`src/rtl/uft_pkg.sv`:
```
package uft_pkg;

   typedef enum logic [2:0] {
      PAR_NONE  = 3'd0,
      PAR_ODD   = 3'd1,
      PAR_EVEN  = 3'd2,
      PAR_MARK  = 3'd3,
      PAR_SPACE = 3'd4
   } par_mode_e;

   typedef enum logic [1:0] {
      STOP_ONE     = 2'd0,
      STOP_ONEHALF = 2'd1,
      STOP_TWO     = 2'd2
   } stop_len_e;

   typedef enum logic [2:0] {
      ST_IDLE  = 3'd0,
      ST_START = 3'd1,
      ST_DATA  = 3'd2,
      ST_PAR   = 3'd3,
      ST_STOP1 = 3'd4,
      ST_STOP2 = 3'd5
   } tx_state_e;

   localparam int LEN_W = 4;

   function automatic par_mode_e decode_parity(input logic [2:0] code);
      case (code)
         3'd1:    return PAR_ODD;
         3'd2:    return PAR_EVEN;
         3'd3:    return PAR_MARK;
         3'd4:    return PAR_SPACE;
         default: return PAR_NONE;
      endcase
   endfunction

   function automatic stop_len_e decode_stop(input logic [1:0] code);
      case (code)
         2'd0:    return STOP_ONE;
         2'd1:    return STOP_ONEHALF;
         default: return STOP_TWO;
      endcase
   endfunction

endpackage

```
`src/rtl/uft_bit_timer.sv`:
```
module uft_bit_timer #(
   parameter int FULL_CYC = 16,
   parameter int HALF_CYC = 8
) (
   input  logic clk,
   input  logic rst_n,
   input  logic load,
   input  logic half,
   output logic done
);
   localparam int CNT_W = (FULL_CYC > 2) ? $clog2(FULL_CYC) : 1;
   localparam logic [CNT_W-1:0] FULL_LD = CNT_W'(FULL_CYC - 1);
   localparam logic [CNT_W-1:0] HALF_LD = CNT_W'(HALF_CYC - 1);

   generate
      if (FULL_CYC < 2) begin : g_bad_full
         $error("uft_bit_timer: FULL_CYC must be at least 2");
      end
      if (HALF_CYC < 1 || HALF_CYC > FULL_CYC) begin : g_bad_half
         $error("uft_bit_timer: HALF_CYC out of range");
      end
   endgenerate

   logic [CNT_W-1:0] cnt;

   always_ff @(posedge clk or negedge rst_n) begin
      if (!rst_n) begin
         cnt <= '0;
      end else if (load) begin
         cnt <= half ? HALF_LD : FULL_LD;
      end else if (cnt != '0) begin
         cnt <= cnt - 1'b1;
      end
   end

   assign done = (cnt == '0);

   AST_CNT_IN_RANGE: assert property (@(posedge clk) disable iff (!rst_n)
      cnt <= FULL_LD);

   AST_HALF_LOAD: assert property (@(posedge clk) disable iff (!rst_n)
      (load && half) |=> (cnt == HALF_LD));

endmodule

```
`src/rtl/uft_parity.sv`:
```
module uft_parity
   import uft_pkg::*;
#(
   parameter int MAX_BITS = 9
) (
   input  logic [MAX_BITS-1:0] data,
   input  logic [LEN_W-1:0]    len,
   input  par_mode_e           mode,
   output logic                bit_out
);
   logic [MAX_BITS-1:0] masked;
   logic                ones_odd;

   generate
      for (genvar i = 0; i < MAX_BITS; i++) begin : g_mask
         assign masked[i] = data[i] & (len > LEN_W'(i));
      end
   endgenerate

   assign ones_odd = ^masked;

   always_comb begin
      case (mode)
         PAR_ODD:   bit_out = ~ones_odd;
         PAR_EVEN:  bit_out = ones_odd;
         PAR_MARK:  bit_out = 1'b1;
         default:   bit_out = 1'b0;
      endcase
   end

endmodule

```
`src/rtl/uft_shifter.sv`:
```
module uft_shifter #(
   parameter int W = 9
) (
   input  logic         clk,
   input  logic         rst_n,
   input  logic         load,
   input  logic [W-1:0] din,
   input  logic         shift,
   output logic         lsb
);
   logic [W-1:0] sr;

   always_ff @(posedge clk or negedge rst_n) begin
      if (!rst_n) begin
         sr <= '0;
      end else if (load) begin
         sr <= din;
      end else if (shift) begin
         sr <= {1'b0, sr[W-1:1]};
      end
   end

   assign lsb = sr[0];

   AST_SHIFT_MOVES: assert property (@(posedge clk) disable iff (!rst_n)
      (shift && !load) |=> (lsb == $past(sr[1])));

endmodule

```
`src/rtl/uart_frame_tx.sv`:
```
module uart_frame_tx
   import uft_pkg::*;
#(
   parameter int CLK_HZ   = 50_000_000,
   parameter int BAUD     = 9600,
   parameter int MAX_BITS = 9
) (
   input  logic                clk,
   input  logic                rst_n,
   input  logic [MAX_BITS-1:0] tx_data,
   input  logic [3:0]          cfg_bits,
   input  logic [2:0]          cfg_parity,
   input  logic [1:0]          cfg_stop,
   input  logic                start,
   output logic                busy,
   output logic                txd
);
   localparam int BIT_CYC  = CLK_HZ / BAUD;
   localparam int HALF_CYC = BIT_CYC / 2;
   localparam int MIN_BITS = 5;

   generate
      if (BAUD < 1 || BIT_CYC < 2) begin : g_bad_rate
         $error("uart_frame_tx: CLK_HZ/BAUD must be at least 2");
      end
      if (MAX_BITS < MIN_BITS || MAX_BITS > 15) begin : g_bad_width
         $error("uart_frame_tx: MAX_BITS must be 5..15");
      end
   endgenerate

   function automatic logic [LEN_W-1:0] clamp_len(input logic [3:0] b);
      if (b < LEN_W'(MIN_BITS))      return LEN_W'(MIN_BITS);
      else if (b > LEN_W'(MAX_BITS)) return LEN_W'(MAX_BITS);
      else                           return b;
   endfunction

   tx_state_e           state;
   logic [MAX_BITS-1:0] data_q;
   logic [LEN_W-1:0]    len_q;
   logic [LEN_W-1:0]    left_q;
   par_mode_e           par_q;
   stop_len_e           stop_q;
   logic                txd_q;

   logic accept, seg_end, tmr_done, tmr_load, tmr_half, sr_shift, sr_lsb, par_bit;

   assign accept  = start && (state == ST_IDLE);
   assign seg_end = tmr_done && (state != ST_IDLE);

   always_comb begin
      tmr_load = 1'b0;
      tmr_half = 1'b0;
      sr_shift = 1'b0;
      if (accept) begin
         tmr_load = 1'b1;
      end else if (seg_end) begin
         case (state)
            ST_START: begin
               tmr_load = 1'b1;
               sr_shift = 1'b1;
            end
            ST_DATA: begin
               tmr_load = 1'b1;
               sr_shift = (left_q != '0);
            end
            ST_PAR: tmr_load = 1'b1;
            ST_STOP1: begin
               tmr_load = (stop_q != STOP_ONE);
               tmr_half = (stop_q == STOP_ONEHALF);
            end
            default: ;
         endcase
      end
   end

   uft_bit_timer #(
      .FULL_CYC (BIT_CYC),
      .HALF_CYC (HALF_CYC)
   ) timer_i (
      .clk   (clk),
      .rst_n (rst_n),
      .load  (tmr_load),
      .half  (tmr_half),
      .done  (tmr_done)
   );

   uft_shifter #(
      .W (MAX_BITS)
   ) shifter_i (
      .clk   (clk),
      .rst_n (rst_n),
      .load  (accept),
      .din   (tx_data),
      .shift (sr_shift),
      .lsb   (sr_lsb)
   );

   uft_parity #(
      .MAX_BITS (MAX_BITS)
   ) parity_i (
      .data    (data_q),
      .len     (len_q),
      .mode    (par_q),
      .bit_out (par_bit)
   );

   always_ff @(posedge clk or negedge rst_n) begin
      if (!rst_n) begin
         state  <= ST_IDLE;
         data_q <= '0;
         len_q  <= LEN_W'(MIN_BITS);
         left_q <= '0;
         par_q  <= PAR_NONE;
         stop_q <= STOP_ONE;
         txd_q  <= 1'b1;
      end else if (accept) begin
         state  <= ST_START;
         data_q <= tx_data;
         len_q  <= clamp_len(cfg_bits);
         left_q <= clamp_len(cfg_bits) - 1'b1;
         par_q  <= decode_parity(cfg_parity);
         stop_q <= decode_stop(cfg_stop);
         txd_q  <= 1'b0;
      end else if (seg_end) begin
         case (state)
            ST_START: begin
               txd_q <= sr_lsb;
               state <= ST_DATA;
            end
            ST_DATA: begin
               if (left_q != '0) begin
                  txd_q  <= sr_lsb;
                  left_q <= left_q - 1'b1;
               end else if (par_q != PAR_NONE) begin
                  txd_q <= par_bit;
                  state <= ST_PAR;
               end else begin
                  txd_q <= 1'b1;
                  state <= ST_STOP1;
               end
            end
            ST_PAR: begin
               txd_q <= 1'b1;
               state <= ST_STOP1;
            end
            ST_STOP1: state <= (stop_q == STOP_ONE) ? ST_IDLE : ST_STOP2;
            default:  state <= ST_IDLE;
         endcase
      end
   end

   assign busy = (state != ST_IDLE);
   assign txd  = txd_q;

   AST_IDLE_LINE_HIGH: assert property (@(posedge clk) disable iff (!rst_n)
      !busy |-> txd);

   AST_ACCEPT_STARTS: assert property (@(posedge clk) disable iff (!rst_n)
      (start && !busy) |=> (busy && !txd));

   AST_START_LINE_LOW: assert property (@(posedge clk) disable iff (!rst_n)
      (state == ST_START) |-> !txd);

   AST_STOP_LINE_HIGH: assert property (@(posedge clk) disable iff (!rst_n)
      (state == ST_STOP1 || state == ST_STOP2) |-> txd);

   AST_NO_RESTART: assert property (@(posedge clk) disable iff (!rst_n)
      (busy && start && state != ST_START) |=> (state != ST_START));

   AST_LEN_LEGAL: assert property (@(posedge clk) disable iff (!rst_n)
      busy |-> (len_q >= LEN_W'(MIN_BITS) && len_q <= LEN_W'(MAX_BITS)));

endmodule

```
`config.mk`:
```
export PLATFORM = sky130hd
export DESIGN_NAME = uart_frame_tx
export DESIGN_NICKNAME = d
export VERILOG_FILES = /design/src/rtl/uft_pkg.sv /design/src/rtl/uft_bit_timer.sv /design/src/rtl/uft_parity.sv /design/src/rtl/uft_shifter.sv /design/src/rtl/uart_frame_tx.sv
export SDC_FILE = /design/constraint.sdc
export NUM_CORES = 1
export LEC_CHECK = 0
export BUFFER_PORTS_ARGS = -buffer_cell sky130_fd_sc_hd__clkbuf_2
export CAP_MARGIN = 20
export CORE_MARGIN = 2
export CORE_UTILIZATION = 44
export CTS_CLUSTER_SIZE = 14
export DETAILED_ROUTE_END_ITERATION = 8
export GPL_ROUTABILITY_DRIVEN = 0
export PLACE_DENSITY = 0.74
export SLEW_MARGIN = 20
export SYNTH_ARGS = -nofsm -noshare
export SYNTH_HDL_FRONTEND = slang
export SYNTH_SLANG_ARGS = --single-unit
```
`constraint.sdc`:
```
create_clock -name clk -period 3 [get_ports clk]
set_input_delay 0.3 -clock clk [delete_from_list [all_inputs] [get_ports clk]]
set_output_delay 0.3 -clock clk [all_outputs]
set_load 0.01 [all_outputs]
```
==> results.yml <==
outcome:
  status: "finished with violations"
  violations: "negative hold slack"
clock_tree:
  tritoncts: "done"
  cts-htree-levels: 2
  cts_buffers: 5
  postCtsSetupRepairBufs: 0
  clk_path_buf_depth: 2
  post_cts_resized: 0
  path_clk_slew_ns: 0.09
  clkSinkCount: 48
  clk_latency_ns: 0.30
  hold_buffers: 0
  root_buffer: "clkbuf_8"
global_route:
  use_met3_pct: 3.26
  overflow: 0
  grt_pass1_vias: 1947
  globalRoute.busiestLayer: "met2"
  grtUsageMet2_pct: 28.7
  grt_pass1_wl_mm: 8.94
  antenna_found_initial: 0
  track_usage_pct: 17.6
  grt_max_degree: 32
  use_met1_pct: 23.8
timing:
  fin_crit_ns: 2.58
  holdWs_ns: -0.000625
  layout_worst_path_cycle_share_pct: 85.9
  finalSetupViolCount: 0
  rsz0062_at_grt: "no"
  drv_slew: 0
  slew_headroom_pct: 54.3
  setup-tns-final_ns: 0
  fmax_mhz: 388
  hold_viol: 2
  worstMarginPinSlew_ns: 0.686
  clock_skew_ns: 0.00800
  setup_slack_ns: 0.422
placement:
  pre_cts_ws_ns: 0.454
  io_buffers: 22
  dp.final_hpwl_mm: 3.70
detailed_routing:
  first_pass_iters: 4
  num_vias: 2077
  drcViolationCount: 0
  routed_via_density: 5.38
  totalWireLength_mm: 5.19
  routedWlPerCell_um: 13.5
  ant_nets: 0
  first_iter_violations: 93
critical_path:
  worstSetupPathType: "reg2reg"
  crit_path_max_fanout: 8
  cp.buffers_inverters: 1
  critPathTopFamily: "simple AND/OR/NAND/NOR gates"
  cp_data_required_time_ns: 3.19
  crit_path_end_kind: "register"
  cpPeakStageDelay_ns: 0.62
  crit_arrival_ns: 2.76
  slowest_stage: "or4_4"
  crit_chain: "inv_1, ha_1, nor2b_1, nand3b_1, or4_4, nor4_4, nor2_1, mux2_4"
  start_kind: "register"
yosys:
  synthArstFlopShare_pct: 100
  yosysMostFrequentCell: "nand2_1"
  synth-main-ff-cell: "dfrtp_1"
  synthesis.nets: 315
  ys_types: 51
  synth_top_area_share_pct: 44.2
  synth_top_area_cell: "dfrtp_1"
  synth_edf_count: 0
  ys_top_cells_by_area: "dfrtp_1 44%, nand2_1 9.1%, nor2_1 6.3%"
  synth_warnings: 0
  syn_avg_cell_area_um2: 8.73
  ys_top_cells_by_count: "62 x nand2_1, 45 x dfrtp_1, 43 x nor2_1"
  synth-seq-cells: 48
  syn_area_um2: 2550
  seq_area_frac_synth_pct: 47.3
  syn_inst: 292
pwr:
  peakVddDrop_mv: 0.273
  leakage_nw: 1.30
  power.density_nw_per_um2: 539
cells_and_area:
  synthToLayoutAreaGrowth_pct: 10.3
  diodes: 0
  drive_gt1_share_pct: 15.6
  fin_util_pct: 50.8
  finalNetCount: 336
flow_run:
  maxCapViolCount: 0
worst_hold_path:
  min_path_type: "in2async"
die:
  coreArea_um2: 5540
  dieWidth_um: 80.1
  dieArea_um2: 6420
  start_util_pct: 46.0
  core.rowCount: 27
  die_h_um: 80.1
  num_io_pins: 23
==> power by group <==
| group | switching (W) | internal [W] |
|---|---|---|
| registers | 0.0000970 | 0.000737 |
| logic | 0.000140 | 0.000141 |
| clock network | 0.000216 | 0.000184 |
| total | 0.000453 | 0.00106 |
==> logic make-up (layout without fill, tap and decap cells) <==
group,Yosys count,after routing,synth area share (%)
buf+inv,19,41,3.39
fa+ha+maj,2,2,0.981
simple gates,150,150,28.3
compound gates,56,56,13.9
xor+xnor,13,13,4.47
flops,48,48,47.3
mux,4,4,1.77
==> placed cells by master, fill, tap and decap left out, types with 4 or more instances in the layout <==
cell	instances
nand3b_1	6
inv_1	7
nor2b_1	5
nand2_1	62
dfrtp_1	45
clkbuf_8	6
nor2_1	43
o21ai_0	9
xnor2_1	10
nor3_1	9
buf_4	4
a31oi_1	10
a21oi_1	16
nand3_1	5
clkbuf_2	22
==> worst paths after layout <==
path / endpoint / cells past startpoint / start / slack, ns
worst max register to register: left_q[0] / 8 / timer_i.cnt[0] / 0.42
worst min-delay path: data_q[3] / 1 / rst_n / -0.0006
worst min register to register: data_q[3] / 2 / data_q[3] / 0.49
min in group clk: data_q[8] / 3 / tx_data[8] / 0.20
max in group asynchronous: txd / 2 / rst_n / 2.19
worst max-delay path: left_q[0] / 8 / timer_i.cnt[0] / 0.42
==> sequential cells by signal (all words and copies together) (netlist names) <==
register / cells
par_q: 3
txd: 1
shifter_i.sr: 9
len_q: 4
stop_q: 2
data_q: 9
timer_i.cnt: 13
left_q: 4
state: 3
==> worst reg2reg max path, cell delays in order, from the launching register on <==
cell and delay, ns:
dfrtp_1 0.39, inv_1 0.10, ha_1 0.16, nor2b_1 0.28
nand3b_1 0.27, or4_4 0.62, nor4_4 0.22, nor2_1 0.13
mux2_4 0.30
==> per-stage QoR <==
step	hold slack [ns]	cells	cell area, µm²	total power [W]
final	-0.000625	386	2810	0.00152
after CTS	0.0221	386	2810	0.00153
after detailed placement	0.348	378	2720	0.00113
after floorplan	0.00441	292	2550	0.00105
after global routing	0.0463	386	2810	0.00161
after global placement	0.339	378	2720	0.00112
==> cell type report <==
cell class	count	area, µm²
Tap cell	72	90.1
Fill cell	558	2730
Clock inverter	2	10.0
Sequential cell	48	1200
Multi-Input combinational cell	225	1260
Timing Repair Buffer	26	140
Clock buffer	6	82.6
Inverter	7	26.3
==> per-layer routing <==
metal  wire length [µm]  vias to the layer above  part of all wire, %
met1               2480                      990                   48
met5                  0                        -                    0
met3                189                        8                  3.6
li1                   -                     1044                    -
met2               2440                       35                   47
met4                 74                        0                  1.4
No activity file was read; power rests on OpenSTA's default activity.
